<file path="config.mk">
export PLATFORM = sky130hd
export DESIGN_NAME = pkt_deframer
export DESIGN_NICKNAME = d
export VERILOG_FILES = /design/src/rtl/pkt_pkg.sv /design/src/rtl/pkt_byte_check.sv /design/src/rtl/pkt_field_unpack.sv /design/src/rtl/pkt_deframer.sv
export SDC_FILE = /design/constraint.sdc
export NUM_CORES = 1
export LEC_CHECK = 0
export CORE_AREA = 2 2 131 133
export CTS_CLUSTER_DIAMETER = 200
export DETAILED_ROUTE_END_ITERATION = 10
export DIE_AREA = 0 0 133 135
export PLACE_DENSITY = 0.7
export SLEW_MARGIN = 25
export SYNTH_ARGS = -nofsm -noshare
export SYNTH_HDL_FRONTEND = slang
export SYNTH_HIERARCHICAL = 1
export SYNTH_SLANG_ARGS = --single-unit
</file>
<file path="constraint.sdc">
create_clock -name clk -period 5.4 [get_ports clk]
set_input_delay 1.62 -clock clk [delete_from_list [all_inputs] [get_ports clk]]
set_output_delay 1.62 -clock clk [all_outputs]
set_load 0.05 [all_outputs]
</file>
<file path="src/rtl/pkt_pkg.sv">
package pkt_pkg;
    localparam int BYTE_W    = 8;
    localparam int PAY_W     = 7;
    localparam int PKT_BYTES = 11;
    localparam int HDR_BYTES = 2;
    localparam int NUM_CH    = 6;
    localparam int NUM_PAIRS = NUM_CH / 2;
    localparam int HI_W      = 3;
    localparam int SAMP_W    = PAY_W + HI_W;
    localparam int SEQ_W     = 6;
    localparam int AUX_W     = 8;
    localparam int POS_W     = $clog2(PKT_BYTES);
    localparam int MARK_BIT  = 7;
    localparam int RSV_BIT   = 3;

    typedef enum logic {ST_HUNT, ST_RECV} dfr_state_e;

    typedef struct packed {
        dfr_state_e                             state;
        logic [POS_W-1:0]                       pos;
        logic [PKT_BYTES-2:0][PAY_W-1:0]        held;
        logic                                   have_prev;
        logic [SEQ_W-1:0]                       seq;
        logic [AUX_W-1:0]                       aux;
        logic [NUM_CH*SAMP_W-1:0]               ch;
        logic                                   pkt_valid;
        logic                                   frame_err;
        logic                                   seq_gap;
    } dfr_regs_t;
endpackage

</file>
<file path="src/rtl/pkt_byte_check.sv">
module pkt_byte_check
    import pkt_pkg::*;
(
    input  logic [BYTE_W-1:0] byte_in,
    input  logic [POS_W-1:0]  pos,
    output logic              is_marker,
    output logic              is_last,
    output logic              rsv_bad
);
    localparam int FIRST_SHARED = HDR_BYTES + 2;

    logic shared_pos;

    always_comb begin
        shared_pos = 1'b0;
        for (int p = 0; p < NUM_PAIRS; p++) begin
            if (int'(pos) == FIRST_SHARED + 3 * p) shared_pos = 1'b1;
        end
        is_marker = byte_in[MARK_BIT];
        is_last   = (pos == POS_W'(PKT_BYTES - 1));
        rsv_bad   = shared_pos && byte_in[RSV_BIT];
    end
endmodule

</file>
<file path="src/rtl/pkt_field_unpack.sv">
module pkt_field_unpack
    import pkt_pkg::*;
(
    input  logic [PKT_BYTES-1:0][PAY_W-1:0] pay,
    output logic [SEQ_W-1:0]                seq,
    output logic [AUX_W-1:0]                aux,
    output logic [NUM_CH*SAMP_W-1:0]        ch
);
    assign seq = pay[0][PAY_W-1:1];
    assign aux = {pay[0][0], pay[1]};

    for (genvar p = 0; p < NUM_PAIRS; p++) begin : g_pair
        localparam int BASE = HDR_BYTES + 3 * p;
        logic [PAY_W-1:0] shared_b;
        assign shared_b = pay[BASE + 2];
        assign ch[(2*p)*SAMP_W +: SAMP_W]   = {shared_b[6:4], pay[BASE]};
        assign ch[(2*p+1)*SAMP_W +: SAMP_W] = {shared_b[2:0], pay[BASE + 1]};
    end
endmodule

</file>
<file path="src/rtl/pkt_deframer.sv">
module pkt_deframer
    import pkt_pkg::*;
(
    input  logic                      clk,
    input  logic                      rst_n,
    input  logic [7:0]                in_byte,
    input  logic                      in_valid,
    output logic [5:0]                seq,
    output logic [7:0]                aux,
    output logic [59:0]               ch_data,
    output logic                      pkt_valid,
    output logic                      frame_err,
    output logic                      seq_gap
);
    dfr_regs_t r_q, r_d;

    logic is_marker, is_last, rsv_bad;
    logic [PKT_BYTES-1:0][PAY_W-1:0] pay_all;
    logic [SEQ_W-1:0]                 u_seq;
    logic [AUX_W-1:0]                 u_aux;
    logic [NUM_CH*SAMP_W-1:0]         u_ch;

    pkt_byte_check u_chk (
        .byte_in   (in_byte),
        .pos       (r_q.pos),
        .is_marker (is_marker),
        .is_last   (is_last),
        .rsv_bad   (rsv_bad)
    );

    assign pay_all = {in_byte[PAY_W-1:0], r_q.held};

    pkt_field_unpack u_unp (
        .pay (pay_all),
        .seq (u_seq),
        .aux (u_aux),
        .ch  (u_ch)
    );

    always_comb begin
        r_d           = r_q;
        r_d.pkt_valid = 1'b0;
        r_d.frame_err = 1'b0;
        r_d.seq_gap   = 1'b0;
        if (in_valid) begin
            unique case (r_q.state)
                ST_HUNT: begin
                    if (is_marker) begin
                        r_d.state     = ST_RECV;
                        r_d.pos       = '0;
                        r_d.have_prev = 1'b0;
                    end
                end
                ST_RECV: begin
                    if (!is_last) begin
                        if (is_marker) begin
                            r_d.frame_err = 1'b1;
                            r_d.pos       = '0;
                        end else if (rsv_bad) begin
                            r_d.frame_err = 1'b1;
                            r_d.state     = ST_HUNT;
                        end else begin
                            r_d.held[r_q.pos] = in_byte[PAY_W-1:0];
                            r_d.pos           = r_q.pos + 1'b1;
                        end
                    end else if (!is_marker || rsv_bad) begin
                        r_d.frame_err = 1'b1;
                        r_d.state     = ST_HUNT;
                    end else begin
                        r_d.pkt_valid = 1'b1;
                        r_d.seq_gap   = r_q.have_prev && (u_seq != r_q.seq + 1'b1);
                        r_d.seq       = u_seq;
                        r_d.aux       = u_aux;
                        r_d.ch        = u_ch;
                        r_d.have_prev = 1'b1;
                        r_d.pos       = '0;
                    end
                end
                default: r_d.state = ST_HUNT;
            endcase
        end
    end

    always_ff @(posedge clk or negedge rst_n) begin
        if (!rst_n) begin
            r_q       <= '0;
            r_q.state <= ST_HUNT;
        end else begin
            r_q <= r_d;
        end
    end

    assign seq       = r_q.seq;
    assign aux       = r_q.aux;
    assign ch_data   = r_q.ch;
    assign pkt_valid = r_q.pkt_valid;
    assign frame_err = r_q.frame_err;
    assign seq_gap   = r_q.seq_gap;


    pv_after_marker_chk: assert property (@(posedge clk) disable iff (!rst_n)
        pkt_valid |-> $past(in_valid && in_byte[MARK_BIT]));

    fields_hold_chk: assert property (@(posedge clk) disable iff (!rst_n)
        !pkt_valid |-> ($stable(seq) && $stable(aux) && $stable(ch_data)));

    pv_fe_excl_chk: assert property (@(posedge clk) disable iff (!rst_n)
        !(pkt_valid && frame_err));

    err_needs_byte_chk: assert property (@(posedge clk) disable iff (!rst_n)
        (pkt_valid || frame_err) |-> $past(in_valid));

    gap_with_valid_chk: assert property (@(posedge clk) disable iff (!rst_n)
        seq_gap |-> pkt_valid);

    gap_value_chk: assert property (@(posedge clk) disable iff (!rst_n)
        seq_gap |-> (seq != $past(seq) + 1'b1));
endmodule

</file>
==> impl_metrics.csv <==
group,metric,value,unit
status,status,"complete, no violations",
power,p_leak,3.80,nW
sta,fin_crit,3.76,ns
detailed_routing,viasPerCell,4.87,
power,irDropWorstVdd,240,uV
grt,grt_pass1_vias,3684,
layout,layout-drive-gt1-share,37.5,%
layout,final_nets,497,
cts,clk_latency,0.42,ns
hold_path,hold_path.class,"flop to flop",
layout,area_growth_syn_to_layout,8.44,%
sta,fin_ws,1.64,ns
cts,tritoncts,"built",
cts,h-tree-depth,4,
detailed_routing,drt_iter0_markers,193,
cts,cts_hold_buf,0,
detailed_routing,wl_per_cell,17.5,um
cts,ctsResizeCount,0,
grt,antenna_found_initial,0,
layout,design_area,7830,um2
logic_synthesis,avgSynthCellArea,13.4,um2
detailed_routing,vias,3464,
grt,grt.total_usage,14.6,%
die,dieArea,18000,um2
sta,finalMaxSlewViolations,0,
logic_synthesis,yosys_warnings,6,
worst_setup_path,crit_required,5.69,ns
cts,cts_made_buffers,17,
die,io_pins,88,
logic_synthesis,synth_area,7220,um2
sta,setup_violations,0,
cts,clkTransAtPathRegs,0.06,ns
place,dp_worst_setup_slack,1.19,ns
logic_synthesis,mappedNetlistNets,556,
detailed_routing,route.final.wire_length,12.5,mm
cts,cts.sinks,151,
grt,grt_pass1_wl,19.9,mm
sta,finClkSkew,0.0135,ns
power,finalPower,3.37,mW
cts,clockBufferDepth,2,
detailed_routing,drc,0,
place,dpl.hpwl,8.17,mm
layout,n_antenna_cell,0,
run,maxCapViolCount,0,
sta,finalCritPeriodShare,69.6,%
sta,rsz0062_at_grt,"false",
cts,cts-root-buf,"clkbuf_16",
cts,post_cts_buffers,0,
die,die_w,133,um
die,fp.coreArea,16400,um2
detailed_routing,drt_first_pass_iters,4,
grt,grt_overflow,0,
sta,hold_violations,0,
worst_setup_path,critical_path_arrival,4.05,ns
die,rows,47,
grt,grt_start_max_net_pins,77,
worst_setup_path,setup.worst_path.start_class,"input pin",
sta,slew-limit-headroom,33.3,%
sta,fmax,0.266,GHz
sta,tightest_slew,1.00,ns
place,gp_congestion,0.783,
worst_setup_path,crit_fanout,9,
place,placement.cell_area,7200,um2
power,powerDensity,431,nW/um2
place,portBuffers,87,
sta,finalSetupTns,0,ns
die,fp.dieH,135,um
sta,holdWs,0.492,ns
detailed_routing,postRouteAntennaNets,0,
worst_setup_path,critPathCaptureType,"flop",
die,initial_core_util,44.0,%
layout,n_fill_cell,1411,
logic_synthesis,syn-instance-count,540,
worst_setup_path,setup.worst_path.class,"input pin to flop",
power breakdown:
part	internal, mW	switching, mW
sequential	1.37	0.164
clock	0.834	0.433
combinational	0.309	0.265
worst max-delay path, cell delays in order:
cell             delay [ns]
clkdlybuf4s50_1        0.60
o31a_1                 0.29
or4b_4                 0.54
nor4bb_2               0.31
buf_4                  0.23
nand2_4                0.13
mux2_4                 0.32
through the flow:
step / std cells / util (%)
final: 711 / 47.7
after global routing: 711 / 47.7
after CTS: 711 / 47.7
after detailed placement: 682 / 43.9
after global placement: 682 / 43.9
after floorplan: 540 / -
per-layer routing:
metal / global-route usage [%] / up-vias / routed length [um]
met5: 0 / - / 0
met4: 5.50 / 0 / 169
met3: 4.69 / 12 / 536
met2: 23.7 / 74 / 6250
met1: 18.4 / 1816 / 5510
li1: - / 1562 / -
final timing paths:
path	startpoint	end	slack, ns	cells past startpoint
min in group asynchronous	rst_n	async pin	1.23	1
worst max-delay path	in_byte[3]	flop	1.64	7
worst max register to register	r_q[150]	flop	2.50	7
worst min-delay path	flop	flop	0.49	1
max in group asynchronous	rst_n	aux[6]	3.20	2
worst min register to register	flop	flop	0.49	1
cell type report:
class,instances,area (um2),area share [%]
Clock buffer,20,457,5.83
Clock inverter,9,175,2.24
Inverter,6,22.5,0.288
Multi-Input combinational cell,215,2230,28.5
Sequential cell,151,3780,48.3
Tap cell,220,275,3.51
Timing Repair Buffer,90,895,11.4
placed cells by master, fill, tap and decap left out, drive strengths merged, types with 2 or more instances in the layout:
cell,instances
dfrtp,151
mux2,142
clkdlybuf4s50,86
clkbuf,20
nand2,16
inv,6
xnor2,5
nand2b,5
ha,5
bufinv,5
nor2,4
nand3,4
a21oi,4
buf,4
xor2,3
nand4b,3
a21o,2
a211oi,2
mux2i,2
clkinvlp,2
clkinv,2
nor4b,2
Power figures use the tool's default switching activity.
